### src/rtl/msi_pkg.sv
package msi_pkg;
  localparam int unsigned BUS_W  = 32;
  localparam int unsigned MD_W   = 16;
  localparam int unsigned MME_W  = 3;
  localparam int unsigned NSRC   = 3;
  localparam int unsigned IDX_W  = 2;
  localparam int unsigned BE_W   = BUS_W / 8;

  typedef enum logic [1:0] {
    SRC_POST = 2'd0,
    SRC_DOOR = 2'd1,
    SRC_MSG  = 2'd2
  } msi_src_e;

  typedef enum logic [IDX_W-1:0] {
    IDX_CTRL = 2'd0,
    IDX_ADDR = 2'd1,
    IDX_DATA = 2'd2,
    IDX_RSVD = 2'd3
  } msi_idx_e;

  localparam int unsigned CTRL_EN_BIT  = 0;
  localparam int unsigned CTRL_MME_LSB = 4;
endpackage

### src/rtl/msi_cfg_regs.sv
module msi_cfg_regs
  import msi_pkg::*;
#(
  parameter int unsigned DW = BUS_W,
  parameter int unsigned MW = MD_W,
  parameter int unsigned CW = MME_W
) (
  input  logic             clk_i,
  input  logic             rst_ni,
  input  logic             we_i,
  input  logic [IDX_W-1:0] idx_i,
  input  logic [DW-1:0]    wdata_i,
  output logic [DW-1:0]    rdata_o,
  output logic             en_o,
  output logic [CW-1:0]    mme_o,
  output logic [DW-1:0]    addr_o,
  output logic [MW-1:0]    md_o
);
  localparam int unsigned AW_HI = DW - 2;

  logic             en_q;
  logic [CW-1:0]    mme_q;
  logic [AW_HI-1:0] addr_q;
  logic [MW-1:0]    md_q;

  always_ff @(posedge clk_i or negedge rst_ni) begin
    if (!rst_ni) begin
      en_q   <= 1'b0;
      mme_q  <= '0;
      addr_q <= '0;
      md_q   <= '0;
    end else if (we_i) begin
      unique case (msi_idx_e'(idx_i))
        IDX_CTRL: begin
          en_q  <= wdata_i[CTRL_EN_BIT];
          mme_q <= wdata_i[CTRL_MME_LSB +: CW];
        end
        IDX_ADDR: addr_q <= wdata_i[DW-1:2];
        IDX_DATA: md_q   <= wdata_i[MW-1:0];
        default: ;
      endcase
    end
  end

  always_comb begin
    rdata_o = '0;
    unique case (msi_idx_e'(idx_i))
      IDX_CTRL: begin
        rdata_o[CTRL_EN_BIT]         = en_q;
        rdata_o[CTRL_MME_LSB +: CW]  = mme_q;
      end
      IDX_ADDR: rdata_o = {addr_q, 2'b00};
      IDX_DATA: rdata_o[MW-1:0] = md_q;
      default:  rdata_o = '0;
    endcase
  end

  assign en_o   = en_q;
  assign mme_o  = mme_q;
  assign addr_o = {addr_q, 2'b00};
  assign md_o   = md_q;
endmodule

### src/rtl/msi_edge_pend.sv
module msi_edge_pend #(
  parameter int unsigned N = 3
) (
  input  logic         clk_i,
  input  logic         rst_ni,
  input  logic [N-1:0] irq_i,
  input  logic [N-1:0] clr_i,
  output logic [N-1:0] pend_o
);
  for (genvar g = 0; g < N; g++) begin : g_src
    logic prev_q, pend_q, rise;
    assign rise = irq_i[g] & ~prev_q;
    always_ff @(posedge clk_i or negedge rst_ni) begin
      if (!rst_ni) begin
        prev_q <= 1'b0;
        pend_q <= 1'b0;
      end else begin
        prev_q <= irq_i[g];
        // a fresh edge wins over a same-cycle clear
        pend_q <= (pend_q & ~clr_i[g]) | rise;
      end
    end
    assign pend_o[g] = pend_q;
  end
endmodule

### src/rtl/msi_req_engine.sv
module msi_req_engine
  import msi_pkg::*;
#(
  parameter int unsigned DW = BUS_W,
  parameter int unsigned MW = MD_W,
  parameter int unsigned N  = NSRC
) (
  input  logic          clk_i,
  input  logic          rst_ni,
  input  logic [N-1:0]  pend_i,
  input  logic          en_i,
  input  logic          two_msg_i,
  input  logic [DW-1:0] addr_i,
  input  logic [MW-1:0] md_i,
  input  logic          ready_i,
  output logic          valid_o,
  output logic [DW-1:0] addr_o,
  output logic [DW-1:0] data_o,
  output logic [DW/8-1:0] be_o,
  output logic [N-1:0]  clr_o
);
  localparam int unsigned BW = DW / 8;

  logic          valid_q;
  logic [DW-1:0] addr_q, data_q;
  logic [BW-1:0] be_q;
  logic [N-1:0]  served_q;

  logic          launch;
  logic [N-1:0]  serve_mask;
  logic [MW-1:0] md_sel;

  always_comb begin
    serve_mask = pend_i;
    md_sel     = md_i;
    if (two_msg_i) begin
      if (pend_i[SRC_POST]) begin
        serve_mask = '0;
        serve_mask[SRC_POST] = 1'b1;
        md_sel[0] = 1'b0;
      end else begin
        serve_mask[SRC_POST] = 1'b0;
        md_sel[0] = 1'b1;
      end
    end
  end

  assign launch = ~valid_q & en_i & (|pend_i);

  always_ff @(posedge clk_i or negedge rst_ni) begin
    if (!rst_ni) begin
      valid_q  <= 1'b0;
      addr_q   <= '0;
      data_q   <= '0;
      be_q     <= '0;
      served_q <= '0;
    end else if (launch) begin
      valid_q  <= 1'b1;
      addr_q   <= addr_i;
      data_q   <= {{(DW-MW){1'b0}}, md_sel};
      be_q     <= '1;
      served_q <= serve_mask;
    end else if (valid_q && ready_i) begin
      valid_q  <= 1'b0;
      be_q     <= '0;
      served_q <= '0;
    end
  end

  assign clr_o   = (valid_q && ready_i) ? served_q : '0;
  assign valid_o = valid_q;
  assign addr_o  = addr_q;
  assign data_o  = data_q;
  assign be_o    = be_q;
endmodule

### src/rtl/msi_msg_gen.sv
module msi_msg_gen
  import msi_pkg::*;
(
  input  logic             clk_i,
  input  logic             rst_ni,
  input  logic             cfg_we_i,
  input  logic [IDX_W-1:0] cfg_idx_i,
  input  logic [BUS_W-1:0] cfg_wdata_i,
  output logic [BUS_W-1:0] cfg_rdata_o,
  input  logic             irq_post_i,
  input  logic             irq_door_i,
  input  logic             irq_msg_i,
  output logic             req_valid_o,
  input  logic             req_ready_i,
  output logic [BUS_W-1:0] req_addr_o,
  output logic [BUS_W-1:0] req_data_o,
  output logic [BE_W-1:0]  req_be_o
);
  logic             msi_en;
  logic [MME_W-1:0] mme;
  logic             two_msg;
  logic [BUS_W-1:0] addr_reg;
  logic [MD_W-1:0]  md_reg;
  logic [NSRC-1:0]  irq_vec, pend, clr;

  assign irq_vec = {irq_msg_i, irq_door_i, irq_post_i};
  // any non-zero count field selects two-message operation
  assign two_msg = |mme;

  msi_cfg_regs u_regs (
    .clk_i   (clk_i),
    .rst_ni  (rst_ni),
    .we_i    (cfg_we_i),
    .idx_i   (cfg_idx_i),
    .wdata_i (cfg_wdata_i),
    .rdata_o (cfg_rdata_o),
    .en_o    (msi_en),
    .mme_o   (mme),
    .addr_o  (addr_reg),
    .md_o    (md_reg)
  );

  msi_edge_pend #(.N(NSRC)) u_pend (
    .clk_i  (clk_i),
    .rst_ni (rst_ni),
    .irq_i  (irq_vec),
    .clr_i  (clr),
    .pend_o (pend)
  );

  msi_req_engine u_eng (
    .clk_i     (clk_i),
    .rst_ni    (rst_ni),
    .pend_i    (pend),
    .en_i      (msi_en),
    .two_msg_i (two_msg),
    .addr_i    (addr_reg),
    .md_i      (md_reg),
    .ready_i   (req_ready_i),
    .valid_o   (req_valid_o),
    .addr_o    (req_addr_o),
    .data_o    (req_data_o),
    .be_o      (req_be_o),
    .clr_o     (clr)
  );
endmodule

### config.mk
export PLATFORM = sky130hd
export DESIGN_NAME = msi_msg_gen
export DESIGN_NICKNAME = d
export VERILOG_FILES = /design/src/rtl/msi_pkg.sv /design/src/rtl/msi_cfg_regs.sv /design/src/rtl/msi_edge_pend.sv /design/src/rtl/msi_req_engine.sv /design/src/rtl/msi_msg_gen.sv
export SDC_FILE = /design/constraint.sdc
export NUM_CORES = 1
export LEC_CHECK = 0
export BUFFER_PORTS_ARGS = -buffer_cell sky130_fd_sc_hd__buf_2
export CORE_ASPECT_RATIO = 1.75
export CORE_UTILIZATION = 55
export DETAILED_ROUTE_END_ITERATION = 12
export PLACE_DENSITY = 0.84
export SLEW_MARGIN = 20
export SYNTH_ARGS = -nofsm -noshare
export SYNTH_HDL_FRONTEND = slang
export SYNTH_SLANG_ARGS = --single-unit
export TNS_END_PERCENT = 100
### constraint.sdc
create_clock -name clk_i -period 2.6 [get_ports clk_i]
set_clock_uncertainty 0.15 [all_clocks]
set_input_delay 0.52 -clock clk_i [delete_from_list [all_inputs] [get_ports clk_i]]
set_output_delay 0.52 -clock clk_i [all_outputs]
set_load 0.01 [all_outputs]
==> results of run 1 <==
-- path summary, 6_finish.rpt --
kind / startpoint / to / slack, ns / depth (start not counted)
min in group asynchronous: rst_ni / u_eng.data_o[10]$_DFFE_PN0N_ / 0.36 / 2
setup / recovery: cfg_idx_i[1] / cfg_rdata_o[8] / 0.31 / 7
hold / removal: irq_msg_i / u_pend.g_src[2].prev_q$_DFF_PN0_ / 0.15 / 1
max in group asynchronous: rst_ni / u_eng.addr_o[28]$_DFFE_PN0N_ / 1.34 / 3
hold reg to reg: u_pend.g_src[2].prev_q$_DFF_PN0_ / u_pend.g_src[2].pend_q$_DFF_PN0_ / 0.28 / 1
setup reg to reg: u_eng.be_o[2]$_DFFE_PN0P_ / u_eng.addr_o[21]$_DFFE_PN0N_ / 0.58 / 4
-- registers in the layout, indices dropped and copies added, names as in the netlist --
name and count:
u_eng.addr_o 30, u_regs.addr_q 30, u_eng.data_o 16, u_regs.md_o 16, u_eng.served_q 3, u_pend.g_src.pend_q 3
u_pend.g_src.prev_q 3, u_regs.mme_o 3, u_eng.be_o 1, u_regs.en_o 1
-- power by group through the flow --
stage / logic [W] / registers [W] / clock network, W
final: 0.00171 / 0.00257 / 0.00119
after global routing: 0.00185 / 0.00264 / 0.00128
after CTS: 0.00173 / 0.00257 / 0.00123
after detailed placement: 0.00172 / 0.00259 / 0
after global placement: 0.00168 / 0.00256 / 0
after floorplan: 0.000921 / 0.00270 / 0
-- layout make-up --
class,instances,area (um2)
clock inverters,3,17.5
clock buffers,12,236
inverters,6,22.5
fillers,585,2460
well taps,90,113
flip-flops and latches,106,2650
repair buffers,134,753
multi-input cells,193,1710
-- per-layer routing --
metal / vias to the layer above / part of all wire, %
li1: 1339 / -
met1: 1457 / 39
met2: 113 / 53
met3: 18 / 5.4
met4: 0 / 2.4
met5: - / 0
-- synth_stat cells --
library cell,instances
a21boi_0,1
a21o_1,1
a21oi_1,1
a222oi_1,3
a22o_1,1
a22oi_1,11
and2_1,17
buf_1,1
buf_2,8
buf_4,22
buf_6,2
clkbuf_1,4
conb_1,1
dfrtp_1,106
ha_1,4
inv_1,6
mux2_2,89
mux2_4,7
nand2_1,10
nand2b_4,1
nand3_1,3
nor2_1,4
nor2_2,1
nor2b_1,11
nor3_1,1
nor3_4,1
nor4_1,1
o21ai_0,4
o2bb2ai_1,2
o31a_1,1
-- per-stage QoR --
step | setup slack [ns] | instance area (um2) | power (W) | hold slack (ns) | utilization, %
floorplan | 0.448 | 4620 | 0.00362 | 0.0744 | -
global placement | 0.366 | 5240 | 0.00424 | 0.166 | 65.8
detailed placement | 0.322 | 5240 | 0.00432 | 0.167 | 65.8
CTS | 0.313 | 5500 | 0.00553 | 0.135 | 69.1
global route | 0.218 | 5500 | 0.00578 | 0.136 | 69.1
finish | 0.310 | 5500 | 0.00546 | 0.151 | 69.1
-- worst reg2reg max path, delay by kind of cell (launching register included) --
kind | cells | cell delay [ns]
buf+inv | 1 | 0.27
mux | 1 | 0.36
flops | 1 | 0.50
simple gates | 2 | 0.63
-- cell families (layout without fill, tap and decap cells) --
| kind of cell | Yosys count | after routing | share of synthesized area (%) |
|---|---|---|---|
| fa+ha+maj | 4 | 4 | 1.10 |
| mux | 96 | 96 | 24.3 |
| compound gates | 25 | 25 | 4.12 |
| other cells | 1 | 18 | 0.0822 |
| flops | 106 | 106 | 58.2 |
| simple gates | 50 | 50 | 6.36 |
| buf+inv | 43 | 155 | 5.90 |
==> results by group, run 1 <==
Global routing
  • Routing usage on met3: 5.25%
  • Busiest grt layer: met2
  • First-pass GRT wire length: 14.7 mm
  • Initial antenna violation count: 0
  • Vias in the first global route: 2978
  • Largest net degree at the start of global routing: 72
  • Grt met2 use: 37.4%
  • Total gr overflow: 0
  • Met1 usage: 27.5%
  • All-Layer GR Usage: 22.4%

Status
  • Failing checks: design-rule violations
  • Status: finished, violations left

STA
  • Min cycle time layout: 2.29 ns
  • Final setup viols: 0
  • Final Hold Vio Count: 0
  • Worst slew margin: 66.5%
  • Max-slew violation count: 0
  • Fmax: 437 MHz
  • Fin crit share: 88.1%
  • TNS Setup: 0 ns
  • RSZ-0062 raised after global routing: false
  • Worst Tran Pin Value: 0.502 ns

Setup path
  • Slowest-stage cell, CP: buf_4
  • Setup CP Type: in -> out
  • Crit-path cells: buf_2, inv_1, ha_1, buf_4, a22oi_1, nor2b_1, buf_2
  • Bufs and invs on worst path: 4
  • Most frequent CP cell: buf_2
  • CP Capture Type: primary output
  • Startpoint Class: input pin
  • Worst path arrival time: 1.62 ns
  • Worst path top cell family by delay: buffers and inverters
  • Worst EP required: 1.93 ns
  • Crit path largest cell delay: 0.27 ns
  • Critical-path maximum fanout: 18

Route
  • Vias: 2927
  • Vias per cell: 5.38
  • DR pass1 iterations: 10
  • Wire per inst: 16.7 um
  • Post-Route WL: 9.08 mm
  • Post-route ant nets: 0
  • # DRC: 20
  • DR iter-0 viols: 123

Placement
  • Placed cell count: 528
  • Detailed Place HPWL: 6.40 mm
  • Final Wtd Congestion: 0.830
  • IO buf count: 123

Die
  • Site Rows: 43
  • Core Footprint: 7960 um2
  • Die ar.: 8670 um2
  • Chip width: 70.8 um
  • Die height: 122 um
  • Boundary Pins: 142
  • Starting Density: 57.3%

Power
  • Sw power: 0.00168 W
  • P_leak: 2.71 nW
  • VDD IR max: 0.000673 V
  • Pwr dens: 993 nW/um2
  • Combinational Power Share: 31.2%
  • Clock power share: 21.8%
  • Sw Ratio: 30.7%
  • Int Power: 0.00379 W
  • Share of power burned in registers: 46.9%

Synthesis
  • Cells after synthesis: 325
  • Post-Syn Area: 4560 um2
  • #FFs+latches synth: 106
  • Register area share after synthesis: 58.2%
  • Unique cell type count in the Yosys netlist: 30
  • Syn_area_per_cell: 14.0 um2
  • Area share of the leading cell type in the synthesized netlist: 58.2%
  • YS warnings: 0
  • Top post-synthesis cells by area: dfrtp_1 58%, mux2_2 22%, buf_4 3.6%
  • Cell taking the most area after synthesis: dfrtp_1

Clock network
  • Worst-Skew Late Latency: 0.34 ns
  • CTS hold repair buffers: 1
  • Clk root buf: clkbuf_16
  • CTS buffer count: 9
  • Clock Sink Count: 106
  • Maximum clock insertion buffer count: 2
  • Post-CTS sizing: 0
  • Clock Pin Slew Worst Setup and Hold Paths: 0.06 ns
  • H-Tree Depth: 3
  • CTS tree: yes
  • Post-CTS Setup Inserts: 0

Layout
  • Non-filler cells, final: 544
  • Commonest non-fill, non-tap cell in the layout: buf_2
  • Share of cells above drive strength 1: 53.7%
  • Nets: 495
  • Syn-to-layout area delta: 20.7%
  • Diodes inserted: 0
  • Most frequent cells in the layout: 122 x buf_2, 106 x dfrtp_1, 89 x mux2_2

Job
  • Max_cap viols: 0

Min path
  • Worst hold path class: in -> reg
No activity file was read; power rests on OpenSTA's default activity.
==> run 2: changes to the inputs <==
--- a/config.mk
+++ b/config.mk
@@ -7,11 +7,12 @@
 export LEC_CHECK = 0
 export BUFFER_PORTS_ARGS = -buffer_cell sky130_fd_sc_hd__buf_2
 export CORE_ASPECT_RATIO = 1.75
-export CORE_UTILIZATION = 55
+export CORE_UTILIZATION = 47
 export DETAILED_ROUTE_END_ITERATION = 12
-export PLACE_DENSITY = 0.84
+export PLACE_DENSITY = 0.75
 export SLEW_MARGIN = 20
 export SYNTH_ARGS = -nofsm -noshare
 export SYNTH_HDL_FRONTEND = slang
+export SYNTH_HIERARCHICAL = 1
 export SYNTH_SLANG_ARGS = --single-unit
 export TNS_END_PERCENT = 100
==> constraint.sdc (replaced) <==
create_clock -name clk_i -period 2.05 [get_ports clk_i]
set_clock_uncertainty 0.15 [all_clocks]
set_input_delay 0.41 -clock clk_i [delete_from_list [all_inputs] [get_ports clk_i]]
set_output_delay 0.41 -clock clk_i [all_outputs]
set_load 0.01 [all_outputs]
==> run 2 against run 1 <==
Against the previous run: the flow now finishes without violations; core utilization decreased by 9.9 points; die area rose by 30%; total power increased by 45%; routed wire length up 16%; critical path type unchanged; sequential share of layout area down 4.4 points; global-route usage fell by 1.9 points; synthesized area is 11% higher; final cell count is 9.2% higher; critical endpoint is now cfg_rdata_o[6].
==> results by group, run 2 <==
Status
  • Status: complete, no violations

Power
  • Sw Ratio: 30.0%
  • Total power: 0.00794 W
  • Clock power share: 23.6%
  • Combinational Power Share: 34.3%
  • Int Power: 0.00556 W
  • Share of power burned in registers: 42.2%
  • VDD IR max: 0.000604 V
  • P_leak: 3.22 nW
  • Sw power: 0.00238 W
  • Pwr dens: 1290 nW/um2

Placement
  • Detailed Place HPWL: 7.61 mm
  • IO buf count: 125
  • Placed cell count: 576
  • Placed cell area: 5760 um2
  • Final Wtd Congestion: 0.768

Die
  • Core Footprint: 10400 um2
  • Starting Density: 48.8%
  • Site Rows: 49
  • Chip width: 80.6 um
  • Die ar.: 11300 um2
  • Boundary Pins: 142
  • Die height: 140 um

Clock network
  • Maximum clock insertion buffer count: 2
  • Clk root buf: clkbuf_16
  • Clock Sink Count: 108
  • CTS buffer count: 9
  • H-Tree Depth: 3
  • CTS tree: yes
  • Clock Pin Slew Worst Setup and Hold Paths: 0.07 ns
  • Worst-Skew Late Latency: 0.34 ns

Setup path
  • Critical-path maximum fanout: 6
  • CP Capture Type: primary output
  • Setup CP Type: in -> out
  • Reg2Reg Setup Slack: 0.35 ns
  • RR Startpoint: u_eng/be_o[2]$_DFFE_PN0P_
  • Worst EP required: 1.49 ns
  • Startpoint Class: input pin
  • Worst path arrival time: 1.43 ns
  • Worst Setup SP: cfg_idx_i[1]

STA
  • Final Hold Vio Count: 0
  • Final setup viols: 0
  • Max-slew violation count: 0
  • Min cycle time layout: 1.99 ns
  • Fin crit share: 96.8%
  • Fmax: 504 MHz
  • Fin Hold WS: 0.0335 ns
  • RSZ-0062 raised after global routing: false

Global routing
  • First-pass GRT wire length: 17.1 mm
  • Largest net degree at the start of global routing: 38
  • All-Layer GR Usage: 20.5%
  • Vias in the first global route: 3247
  • Initial antenna violation count: 1
  • Total gr overflow: 0

Route
  • Post-Route WL: 10.5 mm
  • DR pass1 iterations: 7
  • DR iter-0 viols: 103
  • Vias: 3015
  • Vias per cell: 5.08
  • Wire per inst: 17.7 um
  • # DRC: 0
  • Post-route ant nets: 0

Layout
  • Largest register FFs: 32
  • Syn-to-layout area delta: 21.4%
  • Commonest non-fill, non-tap cell in the layout: buf_2
  • Most frequent cells in the layout: 122 x buf_2, 108 x dfrtp_1, 86 x mux2_4
  • Final instance area: 6170 um2
  • Nets: 506
  • Non-filler cells, final: 594
  • Share of cells above drive strength 1: 58.4%

Synthesis
  • Syn_area_per_cell: 15.3 um2
  • Synth cell count leaders: 108 x dfrtp_1, 86 x mux2_4, 26 x buf_4, 17 x and2_1, 12 x mux2_2
  • Register area share after synthesis: 53.2%
  • Ys async rst share: 100%
  • Post-Syn Area: 5080 um2
  • Unique cell type count in the Yosys netlist: 28
  • Cells after synthesis: 333
  • EDFF count, synth: 0
  • Cell taking the most area after synthesis: dfrtp_1
  • YS warnings: 6
  • Area share of the leading cell type in the synthesized netlist: 53.2%
  • Most frequent cell after synthesis: dfrtp_1
  • Top post-synthesis cells by area: dfrtp_1 53%, mux2_4 25%, buf_4 3.8%
  • Top_reg_cell synth: dfrtp_1
  • #FFs+latches synth: 108

Min path
  • Worst hold path class: in -> reg
  • Hold path start: irq_msg_i

Job
  • Max_cap viols: 0
-- run 2: changes by cell type in the layout (fill, tap and decap cells not counted), sizes merged, moves of 3 or more --
cell   previous run  this run
inv               6        11
and3              0         3
mux2i             0         3
buf             133       141
o21ai             4         1
o22ai             0         3
nand3             3         0
-- run 2: path summary, 6_finish.rpt --
| check | to | cells after the start |
|---|---|---|
| max | cfg_rdata_o[6] | 7 |
| min | u_pend/g_src[2].prev_q$_DFF_PN0_ | 1 |
| max reg2reg | u_eng/addr_o[16]$_DFFE_PN0P_ | 4 |
| min reg2reg | u_pend/g_src[0].pend_q$_DFF_PN0_ | 1 |
| max in group asynchronous | u_eng/data_o[2]$_DFFE_PN0P_ | 3 |
| min in group asynchronous | u_regs/addr_q[14]$_DFFE_PN0P_ | 2 |
-- run 2: cells by family (layout without fill, tap and decap cells) --
group,after synthesis,after routing,synth area share (%)
AO/OA/AOI/OAI,22,22,3.74
adder cells (fa/ha/maj),4,4,0.985
buffers and inverters,51,168,8.22
flip-flops,108,108,53.2
multiplexers,101,101,28.6
other,2,19,0.148
AND/OR/NAND/NOR,45,45,5.09
-- run 2: stage by stage --
step,util (%),setup WS [ns],TNS [ns]
floorplan,-,0.198,0
global placement,55.2,-0.0279,-0.0279
detailed placement,55.2,-0.0474,-0.308
CTS,58.5,0.00765,0
global route,59.2,0.00615,0
finish,59.2,0.0649,0
-- run 2: timing repair --
action / in CTS / in global routing
hold endpoints to repair: 32 / 0
pin swaps: 1 / 2
gates resized for setup: 3 / 15
buffers inserted: 0 / 0
hold buffers: 1 / 0
endpoints found under the setup margin: 13 / 18
-- run 2: worst max-delay path: stages --
cell      delay, ns
buf_4          0.11
inv_2          0.06
ha_4           0.16
buf_6          0.13
a222oi_1       0.32
nor2_1         0.09
buf_2          0.15
-- run 2: layout make-up --
type / count / area (um2)
Clock buffer: 10 / 239
Timing Repair Buffer: 142 / 846
Fill cell: 849 / 4250
Multi-Input combinational cell: 190 / 2100
Antenna cell: 1 / 2.50
Sequential cell: 108 / 2700
Clock inverter: 6 / 86.3
Tap cell: 127 / 159
Inverter: 10 / 37.5
-- run 2: per-layer routing --
layer / wire length, um / up-vias / global-route usage [%]
li1: - / 1361 / -
met1: 4240 / 1548 / 25.7
met2: 5640 / 91 / 34.3
met3: 398 / 15 / 3.48
met4: 249 / 0 / 8.74
met5: 0 / - / 0
-- run 2: power by group through the flow --
stage | logic, W | clock network [W] | registers [W]
after floorplan | 0.00173 | 0 | 0.00350
after global placement | 0.00264 | 0 | 0.00336
after detailed placement | 0.00272 | 0 | 0.00339
after CTS | 0.00273 | 0.00193 | 0.00336
after global routing | 0.00290 | 0.00202 | 0.00344
final | 0.00272 | 0.00187 | 0.00335
